File: config.mk
export PLATFORM = sky130hd
export DESIGN_NAME = gp_timer
export DESIGN_NICKNAME = d
export VERILOG_FILES = /design/src/rtl/gpt_pkg.sv /design/src/rtl/gpt_sync.sv /design/src/rtl/gpt_prescaler.sv /design/src/rtl/gpt_core.sv /design/src/rtl/gpt_regs.sv /design/src/rtl/gp_timer.sv
export SDC_FILE = /design/constraint.sdc
export NUM_CORES = 1
export LEC_CHECK = 0
export BUFFER_PORTS_ARGS = -buffer_cell sky130_fd_sc_hd__buf_2
export CORE_MARGIN = 1
export CORE_UTILIZATION = 40
export DETAILED_ROUTE_END_ITERATION = 8
export GPL_ROUTABILITY_DRIVEN = 0
export SLEW_MARGIN = 20
export SYNTH_ARGS = -nofsm -noshare
export SYNTH_HDL_FRONTEND = slang
export SYNTH_HIERARCHICAL = 1
export SYNTH_SLANG_ARGS = --single-unit
File: constraint.sdc
create_clock -name clk -period 5.18 [get_ports clk]
set_input_delay 0.518 -clock clk [delete_from_list [all_inputs] [get_ports clk]]
set_output_delay 0.518 -clock clk [all_outputs]
set_load 0.02 [all_outputs]
File: src/rtl/gpt_pkg.sv
package gpt_pkg;

   typedef enum logic [2:0] {
      M_OFF  = 3'd0,
      M_CAPT = 3'd1,
      M_COMP = 3'd2,
      M_PWM  = 3'd3,
      M_CPU  = 3'd4
   } mode_e;

   // control register bit positions
   localparam int CB_SC = 3;
   localparam int CB_CE = 4;
   localparam int CB_IE = 5;

   // status flag positions
   localparam int SB_CAPT = 0;
   localparam int SB_COMP = 1;
   localparam int SB_PWM  = 2;

   // register addresses
   localparam int ADR_CTRL = 0;
   localparam int ADR_STAT = 1;
   localparam int ADR_PSC  = 2;
   localparam int ADR_PER  = 3;
   localparam int ADR_WID  = 4;
   localparam int ADR_CAP  = 5;
   localparam int ADR_CNT  = 6;

   function automatic logic mode_valid(input logic [2:0] m);
      return (m == M_CAPT) || (m == M_COMP) || (m == M_PWM) || (m == M_CPU);
   endfunction

endpackage

File: src/rtl/gpt_sync.sv
module gpt_sync #(
   parameter int STAGES = 2
) (
   input  logic clk,
   input  logic rst_n,
   input  logic pin,
   output logic rise
);
   localparam int LAST = STAGES;

   logic [LAST:0] chain_q;

   for (genvar i = 0; i <= LAST; i++) begin : g_stage
      if (i == 0) begin : g_first
         always_ff @(posedge clk or negedge rst_n) begin
            if (!rst_n) chain_q[0] <= 1'b0;
            else        chain_q[0] <= pin;
         end
      end else begin : g_next
         always_ff @(posedge clk or negedge rst_n) begin
            if (!rst_n) chain_q[i] <= 1'b0;
            else        chain_q[i] <= chain_q[i-1];
         end
      end
   end

   assign rise = chain_q[LAST-1] & ~chain_q[LAST];
endmodule

File: src/rtl/gpt_prescaler.sv
module gpt_prescaler #(
   parameter int PW = 16
) (
   input  logic          clk,
   input  logic          rst_n,
   input  logic          clear,
   input  logic          run,
   input  logic [PW-1:0] limit,
   output logic          tick
);
   logic [PW-1:0] div_q;
   logic          wrap;

   assign wrap = (div_q == limit);
   assign tick = run && wrap;

   always_ff @(posedge clk or negedge rst_n) begin
      if (!rst_n)       div_q <= '0;
      else if (clear)   div_q <= '0;
      else if (run)     div_q <= wrap ? '0 : div_q + 1'b1;
   end
endmodule

File: src/rtl/gpt_core.sv
module gpt_core
   import gpt_pkg::*;
#(
   parameter int CW = 16
) (
   input  logic          clk,
   input  logic          rst_n,
   input  logic [2:0]    mode,
   input  logic          sc,
   input  logic          ce,
   input  logic          tick,
   input  logic [CW-1:0] period,
   input  logic [CW-1:0] width,
   input  logic          pin_rise,
   output logic          run,
   output logic          ev_capt,
   output logic          ev_comp,
   output logic          ev_pwm,
   output logic [CW-1:0] cap_val,
   output logic [CW-1:0] cnt,
   output logic [CW-1:0] act_width,
   output logic          halted,
   output logic          out_lvl
);
   logic          active, is_capt, is_comp, is_pwm, is_cpu, at_end;
   logic [CW-1:0] cnt_q, cap_q, actw_q;
   logic          halt_q, oc_q;

   assign active  = mode_valid(mode);
   assign is_capt = active && (mode == M_CAPT);
   assign is_comp = active && (mode == M_COMP);
   assign is_pwm  = active && (mode == M_PWM);
   assign is_cpu  = active && (mode == M_CPU);
   assign at_end  = (cnt_q == period);

   assign run     = active && !halt_q && (!is_cpu || ce);
   assign ev_capt = is_capt && !halt_q && pin_rise;
   assign ev_comp = tick && (is_comp || is_cpu) && at_end;
   assign ev_pwm  = tick && is_pwm && at_end;

   always_ff @(posedge clk or negedge rst_n) begin
      if (!rst_n) begin
         cnt_q  <= '0;
         cap_q  <= '0;
         actw_q <= '0;
         halt_q <= 1'b0;
         oc_q   <= 1'b0;
      end else if (!active) begin
         cnt_q  <= '0;
         actw_q <= width;
         halt_q <= 1'b0;
         oc_q   <= 1'b0;
      end else begin
         if (tick) begin
            if (at_end && !is_capt) begin
               cnt_q <= '0;
               if (!sc)    halt_q <= 1'b1;
               if (is_comp) oc_q  <= ~oc_q;
               if (is_pwm)  actw_q <= width;
            end else begin
               cnt_q <= cnt_q + 1'b1;
            end
         end
         if (ev_capt) begin
            cap_q <= cnt_q;
            if (!sc) halt_q <= 1'b1;
         end
         if (!is_pwm) actw_q <= width;
      end
   end

   assign out_lvl   = is_pwm ? (!halt_q && (cnt_q < actw_q)) : (is_comp && oc_q);
   assign cap_val   = cap_q;
   assign cnt       = cnt_q;
   assign act_width = actw_q;
   assign halted    = halt_q;
endmodule

File: src/rtl/gpt_regs.sv
module gpt_regs
   import gpt_pkg::*;
#(
   parameter int DW = 16,
   parameter int AW = 3,
   parameter int CW = 16,
   parameter int PW = 16
) (
   input  logic          clk,
   input  logic          rst_n,
   input  logic          we,
   input  logic [AW-1:0] addr,
   input  logic [DW-1:0] wdata,
   output logic [DW-1:0] rdata,
   input  logic [CW-1:0] cap_val,
   input  logic          ev_capt,
   input  logic          ev_comp,
   input  logic          ev_pwm,
   output logic [2:0]    mode,
   output logic          sc,
   output logic          ce,
   output logic          ie,
   output logic [PW-1:0] psc,
   output logic [CW-1:0] period,
   output logic [CW-1:0] width,
   output logic [2:0]    flags,
   output logic          irq
);
   localparam int NFLAG = 3;

   logic [5:0]       ctrl_q;
   logic [PW-1:0]    psc_q;
   logic [CW-1:0]    per_q, wid_q;
   logic [NFLAG-1:0] flag_q, set_v, clr_v;
   logic [2:0]       mode_nxt;
   logic             wr_ctrl, wr_stat;

   assign wr_ctrl  = we && (addr == AW'(ADR_CTRL));
   assign wr_stat  = we && (addr == AW'(ADR_STAT));
   assign mode_nxt = wr_ctrl ? wdata[2:0] : ctrl_q[2:0];

   always_comb begin
      set_v          = '0;
      set_v[SB_CAPT] = ev_capt;
      set_v[SB_COMP] = ev_comp;
      set_v[SB_PWM]  = ev_pwm;
      clr_v          = wr_stat ? wdata[NFLAG-1:0] : '0;
   end

   always_ff @(posedge clk or negedge rst_n) begin
      if (!rst_n) begin
         ctrl_q <= '0;
         psc_q  <= '0;
         per_q  <= '0;
         wid_q  <= '0;
         flag_q <= '0;
      end else begin
         if (wr_ctrl)                     ctrl_q <= wdata[5:0];
         if (we && addr == AW'(ADR_PSC))  psc_q  <= wdata[PW-1:0];
         if (we && addr == AW'(ADR_PER))  per_q  <= wdata[CW-1:0];
         if (we && addr == AW'(ADR_WID))  wid_q  <= wdata[CW-1:0];
         if (!mode_valid(mode_nxt))       flag_q <= '0;
         else                             flag_q <= (flag_q & ~clr_v) | set_v;
      end
   end

   always_comb begin
      case (int'(addr))
         ADR_CTRL: rdata = DW'(ctrl_q);
         ADR_STAT: rdata = DW'(flag_q);
         ADR_PSC:  rdata = DW'(psc_q);
         ADR_PER:  rdata = DW'(per_q);
         ADR_WID:  rdata = DW'(wid_q);
         ADR_CAP:  rdata = DW'(cap_val);
         default:  rdata = '0;
      endcase
   end

   assign mode   = ctrl_q[2:0];
   assign sc     = ctrl_q[CB_SC];
   assign ce     = ctrl_q[CB_CE];
   assign ie     = ctrl_q[CB_IE];
   assign psc    = psc_q;
   assign period = per_q;
   assign width  = wid_q;
   assign flags  = flag_q;
   assign irq    = ie && (|flag_q);
endmodule

File: src/rtl/gp_timer.sv
module gp_timer
   import gpt_pkg::*;
#(
   parameter int CW          = 16,
   parameter int PW          = 16,
   parameter int DW          = 16,
   parameter int AW          = 3,
   parameter int SYNC_STAGES = 2
) (
   input  logic          clk,
   input  logic          rst_n,
   input  logic          bus_we,
   input  logic [AW-1:0] bus_addr,
   input  logic [DW-1:0] bus_wdata,
   output logic [DW-1:0] bus_rdata,
   input  logic          tmr_in,
   output logic          tmr_out,
   output logic          tmr_irq
);
   if (DW < CW || DW < PW || DW < 6) begin : g_bad_dw
      $error("gp_timer: data width too small for counter, prescaler or control");
   end
   if (AW < 3) begin : g_bad_aw
      $error("gp_timer: address width must cover seven registers");
   end
   if (SYNC_STAGES < 2) begin : g_bad_sync
      $error("gp_timer: at least two synchronizer stages required");
   end

   logic [2:0]    mode_w, flags_w;
   logic          sc_w, ce_w, ie_w, tick_w, run_w, rise_w, active_w;
   logic          ev_capt_w, ev_comp_w, ev_pwm_w, halted_w, lvl_w;
   logic [PW-1:0] psc_w;
   logic [CW-1:0] per_w, wid_w, cap_w, cnt_w, actw_w;

   assign active_w = mode_valid(mode_w);

   gpt_regs #(.DW(DW), .AW(AW), .CW(CW), .PW(PW)) u_regs (
      .clk, .rst_n,
      .we(bus_we), .addr(bus_addr), .wdata(bus_wdata), .rdata(bus_rdata),
      .cap_val(cap_w), .ev_capt(ev_capt_w), .ev_comp(ev_comp_w), .ev_pwm(ev_pwm_w),
      .mode(mode_w), .sc(sc_w), .ce(ce_w), .ie(ie_w),
      .psc(psc_w), .period(per_w), .width(wid_w),
      .flags(flags_w), .irq(tmr_irq)
   );

   gpt_sync #(.STAGES(SYNC_STAGES)) u_sync (
      .clk, .rst_n, .pin(tmr_in), .rise(rise_w)
   );

   gpt_prescaler #(.PW(PW)) u_psc (
      .clk, .rst_n, .clear(!active_w), .run(run_w), .limit(psc_w), .tick(tick_w)
   );

   gpt_core #(.CW(CW)) u_core (
      .clk, .rst_n, .mode(mode_w), .sc(sc_w), .ce(ce_w), .tick(tick_w),
      .period(per_w), .width(wid_w), .pin_rise(rise_w),
      .run(run_w), .ev_capt(ev_capt_w), .ev_comp(ev_comp_w), .ev_pwm(ev_pwm_w),
      .cap_val(cap_w), .cnt(cnt_w), .act_width(actw_w), .halted(halted_w),
      .out_lvl(lvl_w)
   );

   assign tmr_out = active_w && lvl_w;
endmodule

==> results.sh, run 1 <==
export IMPL_dp_cells=867
export IMPL_crit_start="u_regs/ctrl_q[1]"
export IMPL_drc_errors=1
export IMPL_post_drt_wl_per_cell_um=17.8
export IMPL_drtPass1Iterations=7
export IMPL_power_switching_uw=896
export IMPL_whs_ns=0.155
export IMPL_die_area_um2=17300
export IMPL_syn_num_nets=676
export IMPL_clockPowerShare_pct=40.3
export IMPL_synth_commonest_cells="dfrtp_1 (126), nand2_1 (82), mux2_2 (51)"
export IMPL_critical_path_buf_inv_count=2
export IMPL_cts_max_level=4
export IMPL_ctsRootBufferMaster="clkbuf_16"
export IMPL_clk_pin_slew_ns=0.06
export IMPL_ant_nets=0
export IMPL_gr_usage_all_layers_pct=19.5
export IMPL_syn2layout_area_growth_pct=14.5
export IMPL_fin_cells=900
export IMPL_max_freq_mhz=283
export IMPL_synth_seq_cells=126
export IMPL_numClockSinks=126
export IMPL_cp_end_kind="flop"
export IMPL_required_ns=5.48
export IMPL_finalHoldViolations=0
export IMPL_cp_common_cell="nor2_1"
export IMPL_leakagePower_nw=3.54
export IMPL_ir_drop_mv=0.212
export IMPL_reg2reg_to="u_core/act_width[0]"
export IMPL_synth_edff_count=0
export IMPL_async_flop_share_pct=100
export IMPL_first_global_vias=4887
export IMPL_switching_share_pct=28.8
export IMPL_synthCells=636
export IMPL_ctsResizeCount=0
export IMPL_vias_per_cell=5.36
export IMPL_synth_cell_types=62
export IMPL_seq_power_share_pct=41.1
export IMPL_synth_top_area_share_pct=46.9
export IMPL_synth_top_family_by_area="simple AND/OR/NAND/NOR gates"
export IMPL_max_stage_delay_ns=0.66
export IMPL_rows=47
export IMPL_postCtsSetupBuffers=0
export IMPL_die_height_um=132
export IMPL_grt_pass1_wl_um=26200
export IMPL_post_route_period_util_pct=68.3
export IMPL_yosys_warnings=6
export IMPL_overflow=0
export IMPL_cts_tree="done"
export IMPL_max_cap_viol_count=0
export IMPL_ys_dominant_reg_cell="dfrtp_1"
export IMPL_crit_chain="nor2_1, nand3_1, o21a_1, nor2_1, inv_1, nor2_1, inv_1, nand3_2, a21o_1, mux2_2"
export IMPL_critPathSlowestCell="a21o_1"
export IMPL_slew_limit_headroom_pct=33.1
export IMPL_num_fill_cells=1534
export IMPL_power_internal_mw=2.22
export IMPL_ios=41
export IMPL_core_area_um2=16500
export IMPL_layout_drive_gt1_share_pct=22.8
export IMPL_tightest_slew_ns=0.999
export IMPL_critical_path_top_delay_family="simple AND/OR/NAND/NOR gates"
export IMPL_reg2reg_depth=10
export IMPL_fin_worst_skew_ns=0.0114
export IMPL_syn_avg_cell_area_um2=10.6
export IMPL_syn_area_um2=6720
export IMPL_synth_compound_area_share_pct=8.59
export IMPL_hpwlAfterDp_um=11700
export IMPL_die_w_um=132
export IMPL_violations="design-rule violations"
export IMPL_cp_start_kind="flop"
export IMPL_n_antenna_cell=0
export IMPL_p_per_area_nw_per_um2=405
export IMPL_synth_mux_area_share_pct=14.0
export IMPL_worst_setup_path_type="flop to flop"
export IMPL_vias=4821
export IMPL_start_util_pct=40.8
export IMPL_cts_max_path_buffers=2
export IMPL_period_needed_ns=3.54
export IMPL_rsz0062_at_grt="false"
export IMPL_r2r_slack_ns=1.64
export IMPL_dr_first_iter_drc_count=359
export IMPL_regToRegStartpoint="u_regs/ctrl_q[1]"
export IMPL_setup_viol=0
export IMPL_cp_arrival_ns=3.84
export IMPL_clk_latency_ns=0.42
export IMPL_antenna_found_initial=0
export IMPL_hold_class="input pin to async pin"
export IMPL_synth_area_leader_cell="dfrtp_1"
export IMPL_finalSetupTns_ns=0
export IMPL_portBuffers=40
export IMPL_drv_slew=0
export IMPL_synthTopCellsByArea="dfrtp_1 (47%), mux2_2 (8.5%), nand2_1 (4.6%)"
export IMPL_synth_adder_area_share_pct=3.17
export IMPL_synth_simple_gate_area_share_pct=15.6
export IMPL_cts_buffers=17
export IMPL_yosys_area_share_xor_xnor_pct=7.30
export IMPL_grt_max_degree=89
export IMPL_status="finished, violations left"
export IMPL_path_max_fanout=31
export IMPL_routed_wl_um=16000
export IMPL_power_frac_comb_pct=18.6
export IMPL_ctsHoldBuffers=0
export IMPL_synth_most_common_cell="dfrtp_1"
export IMPL_seq_area_frac_synth_pct=46.9
export IMPL_num_nets_final=707
stage by stage:
| stage | util [%] | area, um^2 | setup slack [ns] | power [mW] |
|---|---|---|---|---|
| 2_1_floorplan | - | 6720 | 2.42 | 1.69 |
| 3_3_place_gp | 42.8 | 7040 | 1.91 | 1.85 |
| 3_5_place_dp | 42.8 | 7040 | 1.75 | 1.87 |
| 4_1_cts | 46.6 | 7670 | 1.73 | 3.14 |
| 5_1_grt | 46.7 | 7690 | 1.28 | 3.26 |
| 6_report | 46.7 | 7690 | 1.64 | 3.11 |
cell type report:
| type | count | area, um^2 | area share (%) |
|---|---|---|---|
| multi-input combinational | 450 | 3290 | 42.8 |
| sequential | 126 | 3150 | 41.0 |
| clock buffer | 20 | 467 | 6.07 |
| tap | 220 | 275 | 3.58 |
| timing repair buffer | 42 | 228 | 2.96 |
| clock inverter | 12 | 165 | 2.15 |
| inverter | 30 | 113 | 1.46 |
how the worst max path moves through the flow:
stage | endpoint | slack [ns] | cells past startpoint
after floorplan | u_core/cnt[12] | 2.42 | 14
after global placement | u_core/act_width[0] | 1.91 | 10
after detailed placement | u_core/act_width[0] | 1.75 | 10
after CTS | u_core/act_width[0] | 1.73 | 10
after global routing | u_core/act_width[0] | 1.28 | 10
final | u_core/act_width[0] | 1.64 | 10
cells by family after synthesis:
group / count (synthesis)
AO/OA/AOI/OAI: 91
XOR/XNOR: 56
adder cells (fa/ha/maj): 17
buffers and inverters: 60
flip-flops: 126
multiplexers: 85
AND/OR/NAND/NOR: 201
routing by layer:
metal	vias to the layer above	part of all wire [%]	global-route usage (%)
met1	2385	47	26.0
met2	121	48	31.0
li1	2286	-	-
met5	-	0	0
met3	29	3.0	2.89
met4	0	2.8	9.63
power groups by stage:
stage	Combinational (mW)	Clock, mW	Sequential [mW]
floorplan	0.468	0	1.23
global placement	0.560	0	1.29
detailed placement	0.575	0	1.29
CTS	0.581	1.28	1.28
global route	0.642	1.32	1.30
finish	0.579	1.26	1.28
registers in the layout, summed over array words and instances, names as in the netlist, 3 cells and up:
register / flops
u_core/act_width: 16
u_core/cap_val: 16
u_core/cnt: 16
u_psc/div_q: 16
u_regs/period: 16
u_regs/psc: 16
u_regs/width: 16
u_regs/ctrl_q: 6
u_regs/flags: 3
u_sync/chain_q: 3
placed cells by master (no fill, tap or decap), types with 3 or more instances in the layout:
master     instances
nor2_1            33
or3_1              4
mux2i_1           29
o21ai_1            3
buf_2             38
a21oi_1           10
nand2_1           82
xor2_1            28
o22ai_1           14
a22oi_1            8
clkinv_2           6
a21o_1             6
nor3_1             8
inv_1             30
nand4_1           11
nor4_2             5
bufinv_16          4
nand3_1           17
clkbuf_8           3
ha_1              17
o21ai_0           33
o221ai_1           3
mux2_1             3
o21a_1             4
nand2b_1           4
nor2_2            10
clkbuf_16         17
mux2_2            51
dfrtp_1          126
nand3b_1           3
xnor2_1           28
No activity file was read; power rests on OpenSTA's default activity.
==> inputs of run 2 (changes only) <==
==> constraint.sdc (replaced) <==
create_clock -name clk -period 3.5 [get_ports clk]
set_input_delay 0.35 -clock clk [delete_from_list [all_inputs] [get_ports clk]]
set_output_delay 0.35 -clock clk [all_outputs]
set_load 0.02 [all_outputs]
==> run 2 against run 1 <==
Against the previous run: the run ends with design-rule violations, negative hold slack left; via count increased by 0.31%; critical path depth grew 2; global-route usage up 0.82 points; register-to-register slack lost 1.2 ns; design area increased by 0.11%; sequential power is 49% higher; die area stayed put; critical endpoint is now u_core/cnt[10].
==> results.sh, run 2 (synthesized netlist as in run 1, its figures left out) <==
export IMPL_ctsResizeCount=0
export IMPL_grt_pass1_wl_um=26900
export IMPL_overflow=0
export IMPL_die_w_um=132
export IMPL_syn2layout_area_growth_pct=14.6
export IMPL_p_per_area_nw_per_um2=583
export IMPL_cp_start_kind="flop"
export IMPL_post_route_period_util_pct=86.9
export IMPL_crit_chain="nor2_1, nand3_1, o21a_1, nor2_2, inv_1, nor2_2, inv_1, nand3_2, nand3_2, or2_1, or3_1, a21oi_1"
export IMPL_max_freq_mhz=329
export IMPL_numClockSinks=126
export IMPL_ctsRootBufferMaster="clkbuf_16"
export IMPL_cts_max_level=4
export IMPL_n_antenna_cell=0
export IMPL_multiInputGateArea_um2=3290
export IMPL_finalHoldViolations=31
export IMPL_core_area_um2=16500
export IMPL_violations="design-rule violations, negative hold slack"
export IMPL_status="finished, violations left"
export IMPL_fin_area_um2=7700
export IMPL_whs_ns=-0.0273
export IMPL_drtPass1Iterations=7
export IMPL_die_height_um=132
export IMPL_postPlaceCellArea_um2=7110
export IMPL_total_power_mw=4.49
export IMPL_ir_drop_mv=0.271
export IMPL_leakagePower_nw=3.55
export IMPL_period_needed_ns=3.04
export IMPL_dr_first_iter_drc_count=320
export IMPL_first_global_vias=4847
export IMPL_top_usage_layer="met2"
export IMPL_finalSetupTns_ns=0
export IMPL_rsz0062_at_grt="false"
export IMPL_gr_usage_all_layers_pct=20.3
export IMPL_die_area_um2=17300
export IMPL_slew_limit_headroom_pct=33.7
export IMPL_postCtsSetupBuffers=0
export IMPL_critPathSlowestCell="dfrtp_1"
export IMPL_final_common_cell="dfrtp_1"
export IMPL_vias=4836
export IMPL_cts_buffers=17
export IMPL_post_drt_wl_per_cell_um=18.4
export IMPL_use_met2_pct=31.5
export IMPL_hpwlAfterDp_um=12000
export IMPL_vias_per_cell=5.34
export IMPL_ios=41
export IMPL_ant_nets=0
export IMPL_drc_errors=1
export IMPL_routed_wl_um=16600
export IMPL_cts_tree="done"
export IMPL_layout_drive_gt1_share_pct=23.4
export IMPL_max_stage_delay_ns=0.55
export IMPL_clk_pin_slew_ns=0.05
export IMPL_hold_class="input pin to async pin"
export IMPL_tightest_slew_ns=0.991
export IMPL_setup_viol=0
export IMPL_regArea_um2=3150
export IMPL_final_cell_mix="dfrtp_1 (126), nand2_1 (82), mux2_2 (51)"
export IMPL_portBuffers=40
export IMPL_cp_end_kind="flop"
export IMPL_grtUsageMet1_pct=27.6
export IMPL_rows=47
export IMPL_fin_worst_skew_ns=0.00785
export IMPL_ctsHoldBuffers=0
export IMPL_start_util_pct=40.8
export IMPL_worst_setup_path_type="flop to flop"
export IMPL_grt_max_degree=77
export IMPL_num_nets_final=713
export IMPL_drv_slew=0
export IMPL_num_fill_cells=1598
export IMPL_grt_use_met3_pct=3.59
export IMPL_antenna_found_initial=0
export IMPL_clk_latency_ns=0.42
export IMPL_path_max_fanout=17
export IMPL_max_cap_viol_count=0
export IMPL_cts_max_path_buffers=2
export IMPL_cp_arrival_ns=3.38
export IMPL_required_ns=3.84
-- run 2: per-stage QoR --
stage          utilization [%]  instances  worst slack (ns)
4_1_cts                   46.7        905             0.269
3_3_place_gp              43.2        874             0.530
6_report                  46.8        905             0.459
5_1_grt                   46.8        905            0.0866
3_5_place_dp              43.2        874             0.290
2_1_floorplan                -        636             0.738
-- run 2: routing by layer --
metal | vias up | wire length [um]
met4 | 0 | 350
met1 | 2419 | 7880
li1 | 2303 | -
met5 | - | 0
met3 | 26 | 462
met2 | 88 | 7960
-- run 2: area by class of cell --
| cell class | instances | share of cell area, % |
|---|---|---|
| Sequential cell | 126 | 41.0 |
| Clock buffer | 26 | 6.87 |
| Multi-Input combinational cell | 450 | 42.8 |
| Clock inverter | 5 | 0.683 |
| Timing Repair Buffer | 48 | 3.66 |
| Inverter | 30 | 1.46 |
| Tap cell | 220 | 3.58 |
-- run 2: critical path, delay by kind of cell (launching register included) --
kind                   cells  cell delay (ns)
buffers and inverters      2             0.33
flip-flops                 1             0.55
AO/OA/AOI/OAI              2             0.30
AND/OR/NAND/NOR            8             1.78
-- run 2: path summary, 6_finish.rpt --
check | start | slack [ns] | end | cells after the start
min in group clk | tmr_in | 0.04 | u_sync/chain_q[0] | 1
max | u_regs/ctrl_q[1] | 0.46 | u_core/cnt[10] | 12
min reg2reg | u_sync/chain_q[0] | 0.35 | u_sync/chain_q[1] | 0
min | rst_n | -0.03 | u_regs/width[7] | 1
max reg2reg | u_regs/ctrl_q[1] | 0.46 | u_core/cnt[10] | 12
max in group asynchronous | rst_n | 2.81 | u_regs/period[2] | 2
-- run 2: report_power, final --
part           internal [mW]  switching [mW]  total (mW)
Combinational          0.388           0.494       0.881
Sequential              1.67           0.236        1.91
Clock                   1.10           0.602        1.70
Total                   3.16            1.33        4.49
==> inputs of run 3 (changes only) <==
==> constraint.sdc (replaced) <==
create_clock -name clk -period 3 [get_ports clk]
set_input_delay 0.15 -clock clk [delete_from_list [all_inputs] [get_ports clk]]
set_output_delay 0.15 -clock clk [all_outputs]
set_load 0.02 [all_outputs]
==> run 3 against run 2 <==
Against the previous run: the run ends with design-rule violations left; global-route usage up 0.088 points; clock-buffer cell count is 6 lower; final cell count up 2.2%; critical path type unchanged; critical endpoint is now u_core/cnt[12].
==> results.sh, run 3 (synthesized netlist as in run 1, its figures left out) <==
export IMPL_reg2reg_depth=10
export IMPL_layout_drive_gt1_share_pct=23.8
export IMPL_path_max_fanout=7
export IMPL_first_global_vias=4906
export IMPL_die_area_um2=17300
export IMPL_whs_path_depth=2
export IMPL_reg2reg_to="u_core/cnt[12]"
export IMPL_cp_start_kind="flop"
export IMPL_overflow=0
export IMPL_clk_pin_slew_ns=0.05
export IMPL_hold_class="input pin to flop"
export IMPL_hold_end="u_regs/width[4]"
export IMPL_hpwlAfterDp_um=12100
export IMPL_numClockSinks=126
export IMPL_cp_end_kind="flop"
export IMPL_rows=47
export IMPL_n_antenna_cell=0
export IMPL_drv_slew=0
export IMPL_status="finished, violations left"
export IMPL_ant_nets=0
export IMPL_ir_drop_mv=0.364
export IMPL_cts_max_path_buffers=2
export IMPL_crit_chain="xor2_1, nor4_2, nand4_2, nor2_1, inv_1, nand3_2, nand3_2, or2_1, or3_1, a21oi_1"
export IMPL_antenna_found_initial=0
export IMPL_slew_limit_headroom_pct=34.2
export IMPL_ctsRootBufferMaster="clkbuf_16"
export IMPL_period_needed_ns=2.73
export IMPL_grt_pass1_wl_um=27000
export IMPL_required_ns=3.34
export IMPL_max_freq_mhz=366
export IMPL_drtPass1Iterations=7
export IMPL_die_w_um=132
export IMPL_gr_usage_all_layers_pct=20.4
export IMPL_rsz0062_at_grt="false"
export IMPL_cp_common_cell="nand3_2"
export IMPL_worst_setup_path_type="flop to flop"
export IMPL_hold_path_startpoint="bus_wdata[4]"
export IMPL_finalHoldViolations=0
export IMPL_core_area_um2=16500
export IMPL_critPathSlowestCell="dfrtp_1"
export IMPL_die_height_um=132
export IMPL_cp_arrival_ns=3.08
export IMPL_violations="design-rule violations"
export IMPL_vias=4938
export IMPL_setup_viol=0
export IMPL_drc_errors=1
export IMPL_dr_first_iter_drc_count=351
export IMPL_cts_tree="done"
export IMPL_final_cell_mix="dfrtp_1 (126), nand2_1 (82), mux2_2 (51)"
export IMPL_start_util_pct=40.8
export IMPL_grt_max_degree=75
export IMPL_regToRegStartpoint="u_psc/div_q[7]"
export IMPL_ctsResizeCount=0
export IMPL_total_power_mw=5.44
export IMPL_syn2layout_area_growth_pct=17.6
export IMPL_finalSetupTns_ns=0
export IMPL_critical_path_buf_inv_count=1
export IMPL_vias_per_cell=5.34
export IMPL_post_route_period_util_pct=91.1
export IMPL_final_common_cell="dfrtp_1"
export IMPL_ios=41
export IMPL_max_stage_delay_ns=0.42
export IMPL_p_per_area_nw_per_um2=689
export IMPL_cts_buffers=17
export IMPL_max_cap_viol_count=0
export IMPL_clk_latency_ns=0.43
export IMPL_leakagePower_nw=3.65
export IMPL_r2r_slack_ns=0.27
export IMPL_dp_cells=882
export IMPL_critical_path_top_delay_family="simple AND/OR/NAND/NOR gates"
export IMPL_num_nets_final=732
export IMPL_fin_worst_skew_ns=0.0121
export IMPL_routed_wl_um=16800
export IMPL_fin_cells=925
export IMPL_tightest_slew_ns=0.984
export IMPL_num_fill_cells=1519
export IMPL_cts_max_level=4
export IMPL_post_drt_wl_per_cell_um=18.2
export IMPL_postCtsSetupBuffers=0
export IMPL_portBuffers=40
==> run 3: report_power, final <==
| group | leakage [nW] | switching (mW) | internal (mW) |
|---|---|---|---|
| Sequential | 1.62 | 0.230 | 1.95 |
| Combinational | 1.73 | 0.618 | 0.477 |
| Clock | 0.309 | 0.744 | 1.42 |
| Total | 3.65 | 1.59 | 3.85 |
==> run 3: final cells by class <==
type / count / area, um^2 / area share, %
Multi-Input combinational cell: 450 / 3290 / 41.6
Sequential cell: 126 / 3150 / 39.9
Clock buffer: 20 / 457 / 5.78
Timing Repair Buffer: 67 / 445 / 5.64
Tap cell: 220 / 275 / 3.48
Clock inverter: 12 / 166 / 2.11
Inverter: 30 / 113 / 1.43
==> run 3: how the worst max path moves through the flow <==
stage / startpoint / end / slack [ns] / cells after the start
final: u_psc/div_q[7] / u_core/cnt[12] / 0.27 / 10
after global routing: u_regs/ctrl_q[1] / u_core/cnt[10] / 0.12 / 12
after CTS: u_psc/div_q[7] / u_core/cnt[12] / 0.26 / 10
after detailed placement: u_psc/div_q[7] / u_core/cnt[12] / 0.30 / 10
after global placement: u_psc/div_q[7] / u_core/cnt[10] / 0.39 / 10
after floorplan: u_regs/ctrl_q[1] / u_core/cnt[12] / 0.24 / 14
==> run 3: stage by stage <==
step                      cell area (um^2)  hold slack (ns)  setup slack, ns  util (%)
after global placement                7170            0.248            0.386      43.5
after global routing                  7900           0.0396            0.119      48.0
after detailed placement              7170            0.257            0.300      43.5
final                                 7900           0.0411            0.267      48.0
after CTS                             7900           0.0323            0.256      48.0
after floorplan                       6720           -0.146            0.238         -
==> run 3: metal layers <==
layer / vias up / track usage, % / share of wire [%]
li1: 2332 / - / -
met1: 2453 / 27.3 / 46
met2: 126 / 32.2 / 48
met3: 27 / 3.51 / 3.9
met4: 0 / 9.50 / 2.2
met5: - / 0 / 0
==> run 3: repair_timing <==
action	4_1_cts	5_1_grt
endpoints found under the setup margin	0	0
hold buffers	11	0
endpoints found under the hold margin	70	0
